===== config.mk =====
export PLATFORM = sky130hd
export DESIGN_NAME = ratio_divider
export DESIGN_NICKNAME = d
export VERILOG_FILES = /design/src/rtl/ratio_div_pkg.sv /design/src/rtl/strobe_sync.sv /design/src/rtl/ratio_stage.sv /design/src/rtl/down_counter.sv /design/src/rtl/ratio_divider.sv
export SDC_FILE = /design/constraint.sdc
export NUM_CORES = 1
export LEC_CHECK = 0
export ABC_AREA = 1
export CORE_ASPECT_RATIO = 1.5
export CORE_MARGIN = 5
export CORE_UTILIZATION = 30
export CTS_BUF_LIST = sky130_fd_sc_hd__clkbuf_16
export DETAILED_ROUTE_END_ITERATION = 8
export GPL_TIMING_DRIVEN = 0
export PLACE_DENSITY = 0.56
export RECOVER_POWER = 50
export SYNTH_ARGS = -nofsm -noshare
export SYNTH_HDL_FRONTEND = slang
export SYNTH_SLANG_ARGS = --single-unit
export TNS_END_PERCENT = 100

===== constraint.sdc =====
create_clock -name clk_i -period 2.4 [get_ports clk_i]
set_input_delay 0.24 -clock clk_i [delete_from_list [all_inputs] [get_ports clk_i]]
set_output_delay 0.24 -clock clk_i [all_outputs]
set_load 0.01 [all_outputs]

===== src/rtl/ratio_div_pkg.sv =====
package ratio_div_pkg;
  localparam int unsigned RATIO_W     = 15;
  localparam int unsigned MIN_RATIO   = 17;
  localparam int unsigned RESET_RATIO = 256;
  localparam int unsigned SYNC_STAGES = 2;
endpackage


===== src/rtl/strobe_sync.sv =====
module strobe_sync #(
  parameter int unsigned STAGES = 2
) (
  input  logic clk_i,
  input  logic rst_ni,
  input  logic strobe_i,
  output logic rise_o
);
  // STAGES flops for metastability, one more for edge detection
  logic [STAGES:0] pipe_q;

  always_ff @(posedge clk_i or negedge rst_ni) begin
    if (!rst_ni) pipe_q <= '0;
    else         pipe_q <= {pipe_q[STAGES-1:0], strobe_i};
  end

  assign rise_o = pipe_q[STAGES-1] & ~pipe_q[STAGES];
endmodule


===== src/rtl/ratio_stage.sv =====
module ratio_stage #(
  parameter int unsigned RATIO_W     = 15,
  parameter int unsigned MIN_RATIO   = 17,
  parameter int unsigned RESET_RATIO = 256
) (
  input  logic               clk_i,
  input  logic               rst_ni,
  input  logic [RATIO_W-1:0] ratio_i,
  input  logic               capture_i,
  input  logic               wrap_i,
  output logic [RATIO_W-1:0] active_o,
  output logic [RATIO_W-1:0] next_o
);
  localparam logic [RATIO_W-1:0] FLOOR = RATIO_W'(MIN_RATIO);
  localparam logic [RATIO_W-1:0] INIT  = RATIO_W'(RESET_RATIO);

  logic [RATIO_W-1:0] staged_q, active_q, clamped;
  logic               pending_q;

  assign clamped = (ratio_i < FLOOR) ? FLOOR : ratio_i;
  assign next_o  = pending_q ? staged_q : active_q;

  // first stage: bus side, captured on synchronized strobe
  always_ff @(posedge clk_i or negedge rst_ni) begin
    if (!rst_ni) begin
      staged_q  <= INIT;
      pending_q <= 1'b0;
    end else if (capture_i) begin
      staged_q  <= clamped;
      pending_q <= 1'b1;
    end else if (wrap_i) begin
      pending_q <= 1'b0;
    end
  end

  // second stage: updated only at the counter wrap
  always_ff @(posedge clk_i or negedge rst_ni) begin
    if (!rst_ni)     active_q <= INIT;
    else if (wrap_i) active_q <= next_o;
  end

  assign active_o = active_q;
endmodule


===== src/rtl/down_counter.sv =====
module down_counter #(
  parameter int unsigned RATIO_W     = 15,
  parameter int unsigned RESET_RATIO = 256
) (
  input  logic               clk_i,
  input  logic               rst_ni,
  input  logic [RATIO_W-1:0] reload_i,
  output logic               tc_o,
  output logic               half_o,
  output logic [RATIO_W-1:0] count_o
);
  localparam logic [RATIO_W-1:0] INIT = RATIO_W'(RESET_RATIO - 1);

  logic [RATIO_W-1:0] cnt_q;
  logic               half_q;

  assign tc_o = (cnt_q == '0);

  always_ff @(posedge clk_i or negedge rst_ni) begin
    if (!rst_ni) begin
      cnt_q  <= INIT;
      half_q <= 1'b0;
    end else if (tc_o) begin
      cnt_q  <= reload_i - 1'b1;
      half_q <= ~half_q;
    end else begin
      cnt_q  <= cnt_q - 1'b1;
    end
  end

  assign half_o  = half_q;
  assign count_o = cnt_q;
endmodule


===== src/rtl/ratio_divider.sv =====
module ratio_divider
  import ratio_div_pkg::*;
#(
  parameter int unsigned W       = RATIO_W,
  parameter int unsigned MIN_R   = MIN_RATIO,
  parameter int unsigned RESET_R = RESET_RATIO,
  parameter int unsigned SYNC_N  = SYNC_STAGES
) (
  input  logic         clk_i,
  input  logic         rst_ni,
  input  logic [W-1:0] ratio_i,
  input  logic         wr_i,
  output logic         tc_o,
  output logic         half_o,
  output logic [W-1:0] ratio_o
);
  logic         capture;
  logic [W-1:0] next_ratio;
  logic [W-1:0] cnt;

  strobe_sync #(.STAGES(SYNC_N)) u_sync (
    .clk_i   (clk_i),
    .rst_ni  (rst_ni),
    .strobe_i(wr_i),
    .rise_o  (capture)
  );

  ratio_stage #(.RATIO_W(W), .MIN_RATIO(MIN_R), .RESET_RATIO(RESET_R)) u_stage (
    .clk_i    (clk_i),
    .rst_ni   (rst_ni),
    .ratio_i  (ratio_i),
    .capture_i(capture),
    .wrap_i   (tc_o),
    .active_o (ratio_o),
    .next_o   (next_ratio)
  );

  down_counter #(.RATIO_W(W), .RESET_RATIO(RESET_R)) u_cnt (
    .clk_i   (clk_i),
    .rst_ni  (rst_ni),
    .reload_i(next_ratio),
    .tc_o    (tc_o),
    .half_o  (half_o),
    .count_o (cnt)
  );
endmodule


# == Yosys cells after proc, flatten, opt, wreduce, memory -nomap -nowiden ==
# Index checks and enable logic that the tools add are counted.
# classes
add_sub_neg,2
n_lt_le_gt_ge,1
n_mux,5
n_bitwise,3
reduce_logical,2
# op_table
op,n
15-bit 2-to-1 mux,3
"15-bit by 1-bit subtractor with 15-bit output, second input constant",2
15-bit logical NOT,1
"15-bit by 5-bit less-than comparator with 1-bit output, second input constant",1
1-bit 2-to-1 mux,2
1-bit NOT,2
2-bit nonzero test,1
1-bit AND,1
# word_totals
regBits,50
in_bits,18
elab_cells,19

# == Logic depth before layout (Yosys ltp) ==
# Gate-level depths: netlist (run 1).
# depth
word_depth,3
mapped_depth,16

# == By module ==
# Synthesis (run 1) repeated with hierarchy kept, for this count alone.
# unflattened
cells_unflattened,356
hier_area_um2,2854.0
# by_module_without_submodules
mod,instances,cells_each,area_each_um2,seq_area_each_um2
ratio_stage,1,183,1529.0,778.2
down_counter,1,168,1239.9,410.4
strobe_sync,1,5,85.1,75.1

# == Worst setup path after synthesis (run 1) ==
# OpenSTA, ideal clock, no wires.
# synth_path
path_kind,register to register
start,register u_cnt.cnt_q[7] (netlist: u_cnt.count_o[7])
end,register u_cnt.cnt_q[10] (netlist: u_cnt.count_o[10])
setup_ns,0.117
arrival_time_ns,1.756
setup_slack_ns,0.528
path_stages_with_launch,17
n_path_buf,0
cell_sequence,dfstp_2 nor2_1 nand2_1 nor2_4 nand2_2 inv_4 nand2_1 nand2_1 inv_1 ha_1 inv_1 nor2_2 nand2_4 nor2_2 nand2_1 nand2_1 nand2_1
# synth_via
elab_chain_cells,2
# synth_lines
item,line_no,rtl
start: declaration,down_counter.sv:14,logic [RATIO_W-1:0] cnt_q;
start signal: assignment,down_counter.sv:24,cnt_q <= reload_i - 1'b1;
start signal: assignment,down_counter.sv:27,cnt_q <= cnt_q - 1'b1;
15-bit by 1-bit subtractor with 15-bit output / 15-bit logical NOT (equally long branches),"down_counter.sv:27, down_counter.sv:17",
15-bit 2-to-1 mux (*),down_counter.sv:23,end else if (tc_o) begin
# Every way passes the cells marked *; elsewhere a longest branch is shown, timed or not.
# A chain may end at the register's enable or synchronous reset.

# == Worst setup path after layout (run 1) ==
# layout_path
start,register u_cnt.cnt_q[11] (netlist: u_cnt.count_o[11])
end,output tc_o
# layout_via
elab_chain_cells,1
# layout_lines
item,line_no,rtl
15-bit logical NOT,down_counter.sv:17,assign tc_o = (cnt_q == '0);
end: declaration,ratio_divider.sv:13,"output logic tc_o,"
# Every way passes these cells.

==> results.yml, run 1 <==
worst_setup_path:
  setup.worst_path.end: "tc_o"
  reg2regPathDepth: 16
  r2r_end: "u_cnt.count_o[10]$_DFF_PN0_"
  required_ps: 2160
  critPathLaunch: "u_cnt.count_o[11]$_DFF_PN0_"
  cp_max_fo: 18
  r2r_start: "u_cnt.count_o[1]$_DFF_PN1_"
  rrSetupSlack_ps: 270
  critPathLaunchType: "flop"
  end_kind: "output port"
  critPathKind: "reg -> out"
  arrival_ps: 2030
clock_network:
  post_cts_buffers: 0
  cts_tree: "built"
  clk_pin_slew_ps: 60
  cts_root_buffer: "clkbuf_16"
  cts_resized: 0
  clock_latency_ps: 290
  cts_sinks: 50
  htree_levels: 2
  cts_max_path_buffers: 2
  cts_buffers: 5
finish:
  final_cell_mix: "nand2_1, inv_1, dfrtp_1, clkdlybuf4s50_1"
  design_area_sq_mm: 0.00312
  stdcell_count: 459
  nets: 372
  syn_to_final_growth_pct: 24.6
  register_area_sq_mm: 0.00126
  n_antenna_cell: 0
  layout-drive-gt1-share: 0.127
  multi_input_comb_area_sq_um: 991
  fill_cells: 826
  final_common_cell: "nand2_1"
floorplanning:
  rows: 40
  dieArea_sq_mm: 0.0103
  core_sq_mm: 0.00806
  ioPinCount: 35
  initial_core_util: 0.311
  die-height_microns: 122
  die_w_microns: 84.6
timing:
  finalCritPeriodShare: 0.944
  fin_ws_ps: 134
  layout_min_cycle_time_ps: 2270
  drv_slew: 0
  fmax_mhz: 441
  setup_tns_ps: 0
  skew_ps: 4.04
  hold_viol_final: 0
  slew_headroom: 0.376
  rsz0062_at_grt: "false"
  tightest_slew_ps: 937
  setup_viol: 0
routing:
  drt-vias-per-instance: 4.25
  ant_nets: 0
  first_iter_violations: 93
  drt_pass1_iterations: 4
  vias: 1952
  drcViolationCount: 0
  wirelength_microns: 5630
  drt-wirelength-per-cell_microns: 12.3
power_and_ir_drop:
  p_sw_frac: 0.225
  p_switching_uw: 381
  power_frac_seq: 0.532
  p_per_area_mw_per_mm2: 543
  power.internal_uw: 1310
  p_clk_frac: 0.396
  leakage_uw: 0.00148
  ir_drop_uv: 337
  combPwrFrac: 0.073
synth:
  synth_seq_cells: 50
  synth_nets: 330
  seq_area_frac_synth: 0.505
  syn_area_per_cell_sq_um: 8.05
  synth_cell_type_count: 31
  syn_area_sq_mm: 0.00250
  synthCells: 311
  synth_warnings: 0
job:
  drv_cap: 0
place:
  dp_slack_ps: 25.3
  port_buffers: 34
  place_area_sq_mm: 0.00299
  dp_hpwl_microns: 4470
  placed_cells: 451
  gp_congestion: 0.801
run_status:
  status: "finished, final reports clean"
global_routing:
  grtUsageTotal: 0.119
  grt_max_degree: 39
  grt_pass1_vias: 2011
  grt-ovfl-total: 0
  antenna_found_initial: 0
  grt_pass1_wl_microns: 9550
hold_path:
  holdCritPathClass: "reg -> reg"
-- synthesized netlist by cell type --
master	instances	area, sq um
a21oi_1	1	5.00
a31oi_1	1	6.26
and2_1	1	6.26
buf_2	1	5.00
buf_4	2	15.0
buf_6	2	22.5
clkbuf_1	3	11.3
clkinv_1	1	3.75
dfrtp_1	40	1000
dfstp_2	10	263
ha_1	1	12.5
inv_1	48	180
inv_2	1	3.75
inv_4	1	6.26
nand2_1	89	334
nand2_2	6	37.5
nand2_4	1	11.3
nand3_1	16	80.1
nand3_2	5	50.1
nand3_4	1	17.5
nand3b_1	1	7.51
nor2_1	25	93.8
nor2_2	5	31.3
nor2_4	3	33.8
nor3_1	2	10.0
nor4_1	1	6.26
o21ai_0	25	125
o21ai_1	9	45.0
o21bai_1	1	7.51
xnor2_1	2	17.5
xor2_1	6	52.6
-- worst min path at each step --
stage | startpoint | endpoint | cells after the start
2_1_floorplan | rst_ni | u_cnt.count_o[10]$_DFF_PN0_ | 0
3_3_place_gp | u_sync.pipe_q[0]$_DFF_PN0_ | u_sync.pipe_q[1]$_DFF_PN0_ | 0
3_5_place_dp | rst_ni | u_sync.pipe_q[0]$_DFF_PN0_ | 1
4_1_cts | u_sync.pipe_q[0]$_DFF_PN0_ | u_sync.pipe_q[1]$_DFF_PN0_ | 0
5_1_grt | u_sync.pipe_q[0]$_DFF_PN0_ | u_sync.pipe_q[1]$_DFF_PN0_ | 0
6_report | u_sync.pipe_q[0]$_DFF_PN0_ | u_sync.pipe_q[1]$_DFF_PN0_ | 0
-- metrics by stage --
stage | power, uW | util | hold WS (ps)
2_1_floorplan | 972 | - | -55.6
3_3_place_gp | 1040 | 0.369 | 348
3_5_place_dp | 1040 | 0.371 | 152
4_1_cts | 1730 | 0.389 | 365
5_1_grt | 1780 | 0.387 | 378
6_report | 1690 | 0.387 | 360
-- final cells by class --
class,instances,area share
flip-flops and latches,50,0.405
multi-input cells,202,0.318
repair buffers,36,0.112
well taps,105,0.0422
plain buffers,7,0.0161
inverters,51,0.0622
clock inverters,3,0.00401
clock buffers,5,0.0401
-- what timing repair did --
| item | CTS | global route |
|---|---|---|
| hold buffers | 1 | 0 |
| hold endpoints to repair | 7 | 0 |
| setup endpoints to repair | 1 | 0 |
-- per-layer routing --
layer  part of all wire  wire (microns)  track usage  vias up
met1               0.39            2210        0.124      876
met4              0.032             179       0.0644        0
met2               0.54            3050        0.222       28
li1                   -               -            -     1037
met5                  0               0            0        -
met3              0.035             195       0.0217       11
-- sequential cells by signal (all words and copies together) (netlist names) --
signal             cells
u_stage.staged_q      15
u_stage.active_o      15
u_sync.pipe_q          3
u_cnt.count_o         15
u_stage.pending_q      1
u_cnt.half_o           1
-- power by group through the flow --
| stage | Combinational, uW | Sequential [uW] | Clock [uW] |
|---|---|---|---|
| 3_3_place_gp | 122 | 914 | 0 |
| 4_1_cts | 130 | 900 | 701 |
| 6_report | 123 | 900 | 670 |
| 3_5_place_dp | 128 | 915 | 0 |
| 5_1_grt | 147 | 904 | 733 |
| 2_1_floorplan | 64.7 | 908 | 0 |
-- kinds of logic after synthesis --
group                    share of synthesized area
AO/OA/AOI/OAI                               0.0755
flip-flops                                   0.505
buffers and inverters                       0.0990
AND/OR/NAND/NOR                              0.288
adder cells (fa/ha/maj)                    0.00500
XOR/XNOR                                    0.0280
-- critical path: stages (launching register included) --
cell and delay [ps]:
dfrtp_1 380, nor2_1 170, nand2_1 110, nor2_4 190, nand2_2 130, inv_4 180
clkdlybuf4s50_1 570
Note: power is estimated with default switching activity, not from simulation.
==> run 2: changes to the inputs <==
CORE_UTILIZATION = 54   (was 30)
PLACE_DENSITY = 0.86   (was 0.56)
==> results.yml, run 2 (synthesis gave the netlist of run 1 again) <==
run_status:
  status: "finished, final reports clean"
worst_setup_path:
  r2r_end: "u_cnt.count_o[10]$_DFF_PN0_"
  critPathKind: "reg -> out"
  arrival_ps: 2000
  setup.worst_path.end: "tc_o"
  r2r_start: "u_cnt.count_o[0]$_DFF_PN1_"
  reg2regPathDepth: 16
  critPathLaunchType: "flop"
  end_kind: "output port"
  rrSetupSlack_ps: 250
  critPathLaunch: "u_cnt.count_o[11]$_DFF_PN0_"
  cp_max_fo: 18
  required_ps: 2160
timing:
  drv_slew: 0
  setup_viol: 0
  hold_viol_final: 0
  tightest_slew_ps: 882
  layout_min_cycle_time_ps: 2240
  skew_ps: 4.39
  slew_headroom: 0.412
  rsz0062_at_grt: "false"
  setup_tns_ps: 0
  fmax_mhz: 447
  finalCritPeriodShare: 0.932
finish:
  final_common_cell: "nand2_1"
  final_util: 0.676
  design_area_sq_mm: 0.00305
  syn_to_final_growth_pct: 21.7
  n_antenna_cell: 0
  nets: 372
  layout-drive-gt1-share: 0.130
  final_cell_mix: "nand2_1, inv_1, dfrtp_1, clkdlybuf4s50_1"
floorplanning:
  ioPinCount: 35
  die_w_microns: 65.6
  initial_core_util: 0.556
  core_sq_mm: 0.00450
  die-height_microns: 93.4
  dieArea_sq_mm: 0.00612
  rows: 30
place:
  dp_hpwl_microns: 4050
  place_area_sq_mm: 0.00292
  port_buffers: 34
  gp_congestion: 0.788
clock_network:
  cts_root_buffer: "clkbuf_16"
  post_cts_buffers: 0
  cts_buffers: 5
  htree_levels: 2
  clock_latency_ps: 290
  cts_sinks: 50
  cts_max_path_buffers: 2
  cts_resized: 0
  cts_tree: "built"
  clk_pin_slew_ps: 60
power_and_ir_drop:
  ir_drop_uv: 459
  p_switching_uw: 385
  p_per_area_mw_per_mm2: 558
  combPwrFrac: 0.072
  p_sw_frac: 0.226
  power_frac_seq: 0.530
  finalPower_uw: 1700
  p_clk_frac: 0.398
  leakage_uw: 0.00148
  power.internal_uw: 1310
global_routing:
  grt-ovfl-total: 0
  grtUsageTotal: 0.190
  antenna_found_initial: 0
  grt_max_degree: 38
  grt_pass1_vias: 2078
  grt_pass1_wl_microns: 8910
hold_path:
  holdCritPathClass: "reg -> reg"
routing:
  drt-vias-per-instance: 5.07
  drt_pass1_iterations: 4
  first_iter_violations: 25
  drt-wirelength-per-cell_microns: 12.8
  ant_nets: 0
  wirelength_microns: 5140
  vias: 2038
  drcViolationCount: 0
job:
  drv_cap: 0
==> run 2: cell counts in the layout (fill, tap and decap cells not counted) <==
No cell type changed its count.
==> run 2: worst min path at each step <==
stage | from | end | slack [ps] | depth (start not counted)
after floorplan | rst_ni | u_cnt.count_o[10]$_DFF_PN0_ | -60 | 0
after global placement | u_sync.pipe_q[0]$_DFF_PN0_ | u_sync.pipe_q[1]$_DFF_PN0_ | 340 | 0
after detailed placement | rst_ni | u_cnt.half_o$_DFFE_PN0N_ | 160 | 1
after CTS | u_sync.pipe_q[0]$_DFF_PN0_ | u_sync.pipe_q[1]$_DFF_PN0_ | 360 | 0
after global routing | u_sync.pipe_q[0]$_DFF_PN0_ | u_sync.pipe_q[1]$_DFF_PN0_ | 370 | 0
final | u_sync.pipe_q[0]$_DFF_PN0_ | u_sync.pipe_q[1]$_DFF_PN0_ | 360 | 0
==> run 2: critical path, cell delays in order, from the launching register on <==
cell             delay (ps)
dfrtp_1                 380
nor2_1                  180
nand2_1                 110
nor2_4                  190
nand2_2                 120
inv_4                   160
clkdlybuf4s50_1         560
==> run 2: metrics by stage <==
stage                     cells  worst slack [ps]  hold WS [ps]
final                       402               163           361
after global routing        402              44.2           367
after global placement      393              -278           340
after floorplan             311               528         -55.6
after CTS                   402               152           363
after detailed placement    394               138           164
==> run 2: what timing repair did <==
action	in CTS	in global routing
hold buffers	1	0
endpoints found under the setup margin	1	0
hold endpoints to repair	6	0
==> run 2: power by group through the flow <==
stage	registers [uW]	logic (uW)	clock network [uW]
2_1_floorplan	908	64.7	0
3_3_place_gp	912	118	0
3_5_place_dp	914	126	0
4_1_cts	899	129	681
5_1_grt	903	142	712
6_report	900	122	677
==> run 2: cell type report <==
class                      instances  area, sq um
timing repair buffer              36          349
clock inverter                     3         13.8
multi-input combinational        202          991
fill                             361         1460
buffer                             7         50.0
tap                               48         60.1
inverter                          51          194
sequential                        50         1260
clock buffer                       5          125
==> run 2: layer usage <==
layer / GRT usage / routed length, microns
met1: 0.212 / 2040
met2: 0.351 / 2810
met3: 0.0216 / 145
met4: 0.0917 / 143
met5: 0 / 0
